## src/rtl/sgd_pkg.sv

```systemverilog
package sgd_pkg;
  localparam int WORD_W    = 32;
  localparam int DESC_WRDS = 8;
  localparam int DESC_W    = WORD_W * DESC_WRDS;
  localparam int CTRL_IDX  = DESC_WRDS - 1;

  // descriptor control word bit positions
  localparam int DC_GO      = 31;
  localparam int DC_CMP_IRQ = 14;
  localparam int DC_ERL_IRQ = 15;
  localparam int DC_MASK_LO = 16;

  // CSR word indices
  localparam logic [2:0] CSR_STAT = 3'd0;
  localparam logic [2:0] CSR_CTRL = 3'd1;
  localparam logic [2:0] CSR_DLVL = 3'd2;
  localparam logic [2:0] CSR_RLVL = 3'd3;
  localparam logic [2:0] CSR_SEQ  = 3'd4;

  // control register bits
  localparam int CB_STOP  = 0;
  localparam int CB_RST   = 1;
  localparam int CB_SOE   = 2;
  localparam int CB_SOEA  = 3;
  localparam int CB_GIE   = 4;
  localparam int CB_NOFCH = 5;

  // status bits cleared by writing one
  localparam int SB_ERR  = 7;
  localparam int SB_EARL = 8;
  localparam int SB_IRQ  = 9;

  typedef struct packed {
    logic        early;
    logic [7:0]  err;
    logic [31:0] bytes;
  } rsp_t;
endpackage

```

## src/rtl/sgd_fifo.sv

```systemverilog
module sgd_fifo #(
  parameter int WIDTH = 8,
  parameter int DEPTH = 4
) (
  input  logic                         clk,
  input  logic                         rst_n,
  input  logic                         clr,
  input  logic                         push,
  input  logic [WIDTH-1:0]             din,
  input  logic                         pop,
  output logic [WIDTH-1:0]             dout,
  output logic [$clog2(DEPTH+1)-1:0]   count,
  output logic                         full,
  output logic                         empty
);
  localparam int AW = (DEPTH > 1) ? $clog2(DEPTH) : 1;
  localparam int CW = $clog2(DEPTH + 1);

  logic [WIDTH-1:0] mem_q [DEPTH];
  logic [AW-1:0]    wr_ptr, rd_ptr;
  logic [CW-1:0]    cnt_q;
  logic             push_ok, pop_ok;

  function automatic logic [AW-1:0] adv(input logic [AW-1:0] p);
    return (p == AW'(DEPTH - 1)) ? '0 : p + 1'b1;
  endfunction

  assign full    = (cnt_q == CW'(DEPTH));
  assign empty   = (cnt_q == '0);
  assign push_ok = push && !full;
  assign pop_ok  = pop && !empty;
  assign count   = cnt_q;
  assign dout    = mem_q[rd_ptr];

  always_ff @(posedge clk) begin
    if (push_ok && !clr) mem_q[wr_ptr] <= din;
  end

  always_ff @(posedge clk) begin
    if (!rst_n || clr) begin
      wr_ptr <= '0;
      rd_ptr <= '0;
      cnt_q  <= '0;
    end else begin
      if (push_ok) wr_ptr <= adv(wr_ptr);
      if (pop_ok)  rd_ptr <= adv(rd_ptr);
      cnt_q <= cnt_q + CW'(push_ok) - CW'(pop_ok);
    end
  end
endmodule

```

## src/rtl/sgd_xfer_ctl.sv

```systemverilog
module sgd_xfer_ctl (
  input  logic        clk,
  input  logic        rst_n,
  input  logic        clr,
  input  logic        halt,
  input  logic        desc_empty,
  input  logic [31:0] head_ctrl,
  input  logic [15:0] head_seq,
  input  logic        eng_ready,
  input  logic        done_valid,
  input  logic [7:0]  done_err,
  input  logic        done_early,
  input  logic        rsp_full,
  output logic        eng_valid,
  output logic        desc_pop,
  output logic        done_ready,
  output logic        cmpl,
  output logic        in_flight,
  output logic        raise_irq,
  output logic        err_seen,
  output logic        early_seen,
  output logic [15:0] rd_seq,
  output logic [15:0] wr_seq
);
  import sgd_pkg::*;

  logic [31:0] cur_ctrl;
  logic [15:0] cur_seq;
  logic        mask_hit;

  assign eng_valid  = !in_flight && !desc_empty && !halt;
  assign desc_pop   = eng_valid && eng_ready;
  assign done_ready = in_flight && !rsp_full && !clr;
  assign cmpl       = done_valid && done_ready;

  assign mask_hit   = |(done_err & cur_ctrl[DC_MASK_LO +: 8]);
  assign raise_irq  = cmpl && (cur_ctrl[DC_CMP_IRQ] || mask_hit ||
                               (done_early && cur_ctrl[DC_ERL_IRQ]));
  assign err_seen   = cmpl && (|done_err);
  assign early_seen = cmpl && done_early;

  always_ff @(posedge clk) begin
    if (!rst_n || clr) begin
      in_flight <= 1'b0;
      cur_ctrl  <= '0;
      cur_seq   <= '0;
      rd_seq    <= '0;
      wr_seq    <= '0;
    end else if (desc_pop) begin
      in_flight <= 1'b1;
      cur_ctrl  <= head_ctrl;
      cur_seq   <= head_seq;
      rd_seq    <= head_seq;
    end else if (cmpl) begin
      in_flight <= 1'b0;
      wr_seq    <= cur_seq;
    end
  end
endmodule

```

## src/rtl/sgdma_dispatch.sv

```systemverilog
module sgdma_dispatch
  import sgd_pkg::*;
#(
  parameter int DESC_DEPTH = 4,
  parameter int RSP_DEPTH  = 4,
  parameter int RST_CYCLES = 4
) (
  input  logic        clk,
  input  logic        rst_n,
  input  logic        csr_wr,
  input  logic [2:0]  csr_addr,
  input  logic [31:0] csr_wdata,
  output logic [31:0] csr_rdata,
  input  logic        dsc_wr,
  input  logic [2:0]  dsc_addr,
  input  logic [31:0] dsc_wdata,
  input  logic        rsp_rd,
  input  logic        rsp_addr,
  output logic [31:0] rsp_rdata,
  output logic        eng_valid,
  input  logic        eng_ready,
  output logic [255:0] eng_desc,
  input  logic        done_valid,
  output logic        done_ready,
  input  logic [31:0] done_bytes,
  input  logic [7:0]  done_err,
  input  logic        done_early,
  output logic        irq
);
  localparam int DCW  = $clog2(DESC_DEPTH + 1);
  localparam int RCW  = $clog2(RSP_DEPTH + 1);
  localparam int RSTW = $clog2(RST_CYCLES + 1);
  localparam int RSPW = $bits(rsp_t);

  // staging and commit
  logic [31:0] stage_q [CTRL_IDX];
  logic [DESC_W-1:0] commit_word;
  logic        dsc_accept, commit;

  // queues
  logic [DCW-1:0] desc_cnt;
  logic           desc_full, desc_empty, desc_pop;
  logic [RCW-1:0] rsp_cnt;
  logic           rsp_full, rsp_empty, rsp_pop, rsp_push;
  rsp_t           rsp_in, rsp_head;
  logic [RSPW-1:0] rsp_head_bits;

  // control and status
  logic [5:0]     ctl_reg;
  logic           resetting;
  logic [RSTW-1:0] rst_cnt;
  logic           rst_trig;
  logic           err_f, early_f, irq_pend;
  logic           halt, stopped, busy;
  logic           cmpl, in_flight, raise_irq, err_seen, early_seen;
  logic [15:0]    rd_seq, wr_seq;
  logic [9:0]     status;

  assign dsc_accept = dsc_wr && !desc_full && !resetting;
  assign commit     = dsc_accept && (dsc_addr == 3'(CTRL_IDX)) && dsc_wdata[DC_GO];

  always_comb begin
    commit_word = '0;
    for (int k = 0; k < CTRL_IDX; k++) commit_word[WORD_W*k +: WORD_W] = stage_q[k];
    commit_word[WORD_W*CTRL_IDX +: WORD_W] = dsc_wdata;
  end

  always_ff @(posedge clk) begin
    if (!rst_n || resetting) begin
      for (int k = 0; k < CTRL_IDX; k++) stage_q[k] <= '0;
    end else if (dsc_accept && (dsc_addr != 3'(CTRL_IDX))) begin
      stage_q[dsc_addr] <= dsc_wdata;
    end
  end

  sgd_fifo #(.WIDTH(DESC_W), .DEPTH(DESC_DEPTH)) u_dq (
    .clk(clk), .rst_n(rst_n), .clr(resetting),
    .push(commit), .din(commit_word), .pop(desc_pop),
    .dout(eng_desc), .count(desc_cnt), .full(desc_full), .empty(desc_empty)
  );

  assign halt    = ctl_reg[CB_STOP] || ctl_reg[CB_NOFCH] || err_f || early_f || resetting;
  assign stopped = ctl_reg[CB_STOP] || ctl_reg[CB_NOFCH] || err_f || early_f;

  sgd_xfer_ctl u_xfer (
    .clk(clk), .rst_n(rst_n), .clr(resetting), .halt(halt),
    .desc_empty(desc_empty),
    .head_ctrl(eng_desc[WORD_W*CTRL_IDX +: WORD_W]),
    .head_seq(eng_desc[WORD_W*3 +: 16]),
    .eng_ready(eng_ready), .done_valid(done_valid), .done_err(done_err),
    .done_early(done_early), .rsp_full(rsp_full),
    .eng_valid(eng_valid), .desc_pop(desc_pop), .done_ready(done_ready),
    .cmpl(cmpl), .in_flight(in_flight), .raise_irq(raise_irq),
    .err_seen(err_seen), .early_seen(early_seen),
    .rd_seq(rd_seq), .wr_seq(wr_seq)
  );

  assign rsp_push = cmpl;
  assign rsp_in   = '{early: done_early, err: done_err, bytes: done_bytes};
  assign rsp_pop  = rsp_rd && rsp_addr && !rsp_empty;
  assign rsp_head = rsp_t'(rsp_head_bits);

  sgd_fifo #(.WIDTH(RSPW), .DEPTH(RSP_DEPTH)) u_rq (
    .clk(clk), .rst_n(rst_n), .clr(resetting),
    .push(rsp_push), .din(rsp_in), .pop(rsp_pop),
    .dout(rsp_head_bits), .count(rsp_cnt), .full(rsp_full), .empty(rsp_empty)
  );

  assign rsp_rdata = rsp_addr ? {23'd0, rsp_head.early, rsp_head.err} : rsp_head.bytes;

  // control register; the reset bit is a trigger and is never stored
  assign rst_trig = csr_wr && (csr_addr == CSR_CTRL) && csr_wdata[CB_RST];

  always_ff @(posedge clk) begin
    if (!rst_n) begin
      ctl_reg <= '0;
    end else if (csr_wr && (csr_addr == CSR_CTRL)) begin
      ctl_reg <= {csr_wdata[5:2], 1'b0, csr_wdata[0]};
    end
  end

  always_ff @(posedge clk) begin
    if (!rst_n) begin
      resetting <= 1'b0;
      rst_cnt   <= '0;
    end else if (rst_trig) begin
      resetting <= 1'b1;
      rst_cnt   <= RSTW'(RST_CYCLES - 1);
    end else if (resetting) begin
      if (rst_cnt == '0) resetting <= 1'b0;
      else               rst_cnt   <= rst_cnt - 1'b1;
    end
  end

  // sticky status flags: set wins over a same-cycle clear
  always_ff @(posedge clk) begin
    if (!rst_n || resetting) begin
      err_f    <= 1'b0;
      early_f  <= 1'b0;
      irq_pend <= 1'b0;
    end else begin
      if (csr_wr && (csr_addr == CSR_STAT)) begin
        if (csr_wdata[SB_ERR])  err_f    <= 1'b0;
        if (csr_wdata[SB_EARL]) early_f  <= 1'b0;
        if (csr_wdata[SB_IRQ])  irq_pend <= 1'b0;
      end
      if (err_seen && ctl_reg[CB_SOE])    err_f    <= 1'b1;
      if (early_seen && ctl_reg[CB_SOEA]) early_f  <= 1'b1;
      if (raise_irq)                      irq_pend <= 1'b1;
    end
  end

  assign irq  = irq_pend && ctl_reg[CB_GIE];
  assign busy = in_flight || !desc_empty;

  assign status = {irq_pend, early_f, err_f, resetting, stopped,
                   rsp_full, rsp_empty, desc_full, desc_empty, busy};

  always_comb begin
    unique case (csr_addr)
      CSR_STAT: csr_rdata = {22'd0, status};
      CSR_CTRL: csr_rdata = {26'd0, ctl_reg};
      CSR_DLVL: csr_rdata = {16'(desc_cnt), 16'(desc_cnt)};
      CSR_RLVL: csr_rdata = {16'd0, 16'(rsp_cnt)};
      CSR_SEQ:  csr_rdata = {wr_seq, rd_seq};
      default:  csr_rdata = '0;
    endcase
  end
endmodule

```

## config.mk

```make
export PLATFORM = sky130hd
export DESIGN_NAME = sgdma_dispatch
export DESIGN_NICKNAME = d
export VERILOG_FILES = /design/src/rtl/sgd_pkg.sv /design/src/rtl/sgd_fifo.sv /design/src/rtl/sgd_xfer_ctl.sv /design/src/rtl/sgdma_dispatch.sv
export SDC_FILE = /design/constraint.sdc
export NUM_CORES = 1
export LEC_CHECK = 0
export ABC_CLOCK_PERIOD_IN_PS = 22200
export BUFFER_PORTS_ARGS = -buffer_cell sky130_fd_sc_hd__buf_4
export CORE_ASPECT_RATIO = 1.4
export CORE_MARGIN = 1.5
export CORE_UTILIZATION = 55
export CTS_BUF_LIST = sky130_fd_sc_hd__clkbuf_4
export DETAILED_ROUTE_END_ITERATION = 7
export MAX_ROUTING_LAYER = met4
export PLACE_DENSITY = 0.83
export SLEW_MARGIN = 20
export SYNTH_ARGS = -nofsm -noshare
export SYNTH_HDL_FRONTEND = slang
export SYNTH_HIERARCHICAL = 1
export SYNTH_SLANG_ARGS = --single-unit
```

## constraint.sdc

```tcl
create_clock -name clk -period 22.2 [get_ports clk]
set_input_delay 2.22 -clock clk [delete_from_list [all_inputs] [get_ports clk]]
set_output_delay 2.22 -clock clk [all_outputs]
set_load 0.02 [all_outputs]
```

==> qor.csv <==
metric;value;unit
status;finished clean;
Fin. Hold Viols;0;
Layout Skew;0.1037;ns
PostCTS Resize Cnt;0;
Slew Limit Fails;0;
syn nets;2775;
DR WL met2;65.12;mm
PD cells;83.02;nW/µm²
Synth cell types;60;
Slew headroom;0.2519;
Clk pin slew, worst setup/hold paths;0.07;ns
drt pass-1 iters;5;
min-delay worst type;reg2reg;
H-tree depth;5;
r2r startpoint;u_dq/count[1]$_SDFF_PP0_;
# clock sinks;1485;
CP Capture Type;output pin;
largest net degree at the start of global routing;142;
worst-skew pair later-pin latency;1.25;ns
Post-Syn Area per Cell;20.99;µm²
R2R Path End;u_dq/mem_q[3][187]$_DFFE_PP_;
setup tns final;0;ns
Syn. warnings;6;
layout cells sized above 1;0.3742;
design area;63770;µm²
chip height;378.4;µm
crit-path max FO;42;
Congestion Overflow GR;0;
cell mode on critical path;buf_4;
RD Place Congestion;0.8063;
Final Cycle Share;0.3038;
setup repair bufs after CTS;0;
number of flip-flops in the largest register;1024;
crit-path leading delay family;buffers and inverters;
io pins;442;
Critical Path Source Type;flip-flop;
DR top layer;met4;
WL met3;11.41;mm
leak pwr;21.14;nW
routed vias;28180;
hold_buf cts;0;
CTS tree;done;
critical path arrival;4.53;ns
VDD IR max;70.03;µV
top flop regs;u_dq/mem_q x1024, stage_q x224, u_rq/mem_q x164;
vias per std cell;5.796;
first-pass GRT wire length;184.4;mm
Critical Path, Cell by Cell;buf_4, buf_4, mux4_2, buf_4;
total CTS buffers;350;
Global Route Usage Sum;0.2564;
die footprint;102600;µm²
DRC Markers;0;
CP max stage delay;0.95;ns
worst-margin pin slew;1.122;ns
Final #Nets;3444;
Max Clk Rate;0.1483;GHz
clock root buffer master;clkbuf_4;
Post-Route WL;126.1;mm
Synth Register Bits;1485;
Die X;271.2;µm
CP required;19.98;ns
vias in the first global route;29340;
CP endpoint;eng_desc[200];
Rows;137;
Biggest register;u_dq/mem_q;
Core ar.;99760;µm²
Initial DRC Count;2543;
Worst Min Path Start;stage_q[4][17]$_SDFFCE_PN0P_;
Reg2Reg Depth;7;
DR WL/cell;25.95;µm
Syn-to-layout area delta;15.15;%
ys async rst share;0;
antenna violations before repair;5;
unrepaired setup endpoints after global routing;false;
port bufs;418;
placed cell areas;59540;µm²
M1 WL;45.41;mm
post-layout minimum cycle time;6.745;ns
buffers and inverters on the worst path;3;
post-DP HPWL;76.90;mm
R2R Setup Slk;17.96;ns
WS Path Type;reg2out;
Setup-failing EPs final;0;
post-route ant nets;0;
Post-synth EDFFs;1380;
Synth Instances;2638;
Filler cells;6649;
final core occ;0.6392;
Clock Path Buffers;4;
Syn Std Cell Area;55380;µm²
Initial Utilization;0.5551;
ys flop type;edfxtp_1;
worst-path cell with the longest stage delay;dfxtp_4;
Worst path depth;4;
hold_ws;0.4300;ns
Seq/Total Area, Yosys;0.7863;
max-cap viol count;0;
-- worst min-delay path by stage --
| stage | depth (start not counted) | end | slack, ns |
|---|---|---|---|
| detailed placement | 2 | u_xfer/wr_seq[8]$_SDFFE_PP0P_ | 0.44 |
| global route | 0 | u_dq/mem_q[0][146]$_DFFE_PP_ | 0.45 |
| CTS | 0 | u_dq/mem_q[0][146]$_DFFE_PP_ | 0.42 |
| finish | 0 | u_dq/mem_q[1][145]$_DFFE_PP_ | 0.43 |
| floorplan | 2 | u_xfer/wr_seq[10]$_SDFFE_PP0P_ | 0.43 |
| global placement | 2 | u_xfer/wr_seq[14]$_SDFFE_PP0P_ | 0.44 |
-- cell usage after synthesis (3+ instances only) --
cell,n,area (µm²)
edfxtp_1,1380,41440
mux4_2,296,6666
nor2_1,144,540.5
nand2_1,107,401.6
dfxtp_1,105,2102
a21oi_1,84,420.4
buf_2,60,300.3
and2_1,57,356.6
nand2b_1,43,269.0
o21ai_0,43,215.2
nand3_1,37,185.2
nor2b_1,37,231.5
clkbuf_1,36,135.1
and3_1,33,206.5
buf_12,26,520.5
ha_1,16,200.2
inv_1,16,60.06
mux2i_1,16,160.2
mux2_2,13,146.4
buf_8,7,105.1
nor3b_1,7,52.55
a22oi_1,5,37.54
buf_1,5,18.77
nor3_1,5,25.02
nor3b_2,5,62.56
or3_1,4,25.02
buf_4,3,22.52
buf_6,3,33.78
o211ai_1,3,22.52
-- through the flow --
step | power, mW | std cells | setup slack, ns
3_3_place_gp | 3.275 | 4275 | 16.06
4_1_cts | 5.352 | 4858 | 15.13
3_5_place_dp | 3.282 | 4275 | 16.06
5_1_grt | 5.486 | 4860 | 15.04
2_1_floorplan | 3.207 | 2638 | -0.4227
6_report | 5.294 | 4861 | 15.45
-- placed cells by master (no fill, tap or decap), types with 36 or more instances in the layout --
master	instances
buf_4	452
clkinv_1	62
edfxtp_1	1380
o21ai_0	38
dfxtp_1	101
nand2_1	104
nand3_1	36
a21oi_1	84
nor2_1	144
and2_1	57
mux4_2	296
nand2b_1	42
clkbuf_4	501
-- where the power goes --
part           total, mW  internal, mW  leakage [nW]  switching, mW
Combinational      0.126        0.0374          5.10         0.0885
Clock               2.07          1.09          2.54          0.985
Sequential          3.09          3.07          13.5         0.0190
Total               5.29          4.20          21.1           1.09
-- cells by family (layout without fill, tap and decap cells) --
group	after synthesis	in the layout	share of synthesized area
AO/OA/AOI/OAI	149	149	0.01466
XOR/XNOR	3	3	0.0004746
adder cells (fa/ha/maj)	18	18	0.004338
buffers and inverters	159	1059	0.02196
flip-flops	1485	1485	0.7863
multiplexers	326	326	0.1264
other	0	3	0
AND/OR/NAND/NOR	498	498	0.04589
-- final cells by class --
type,instances,area [µm²],share of cell area
antenna,3,7.507,0.0001177
multi-input combinational,994,10760,0.1687
inverter,18,75.07,0.001177
timing repair buffer,458,3513,0.05510
sequential,1485,43550,0.6830
clock buffer,501,3761,0.05898
clock inverter,82,450.4,0.007064
tap,1320,1652,0.02590
-- worst register-to-register path: stages, from the launching register on --
cell	delay, ns
dfxtp_1	0.50
nor3b_1	0.24
nand3b_1	0.23
nor2_1	0.28
nand2b_1	0.33
nor3b_2	0.35
buf_4	0.79
buf_4	1.07
-- layer usage --
| metal | vias to the layer above | track usage |
|---|---|---|
| met5 | - | - |
| met4 | 0 | 0.1092 |
| met3 | 231 | 0.07603 |
| met2 | 1355 | 0.4171 |
| met1 | 14470 | 0.2987 |
| li1 | 12120 | - |
No activity file was read; power rests on OpenSTA's default activity.
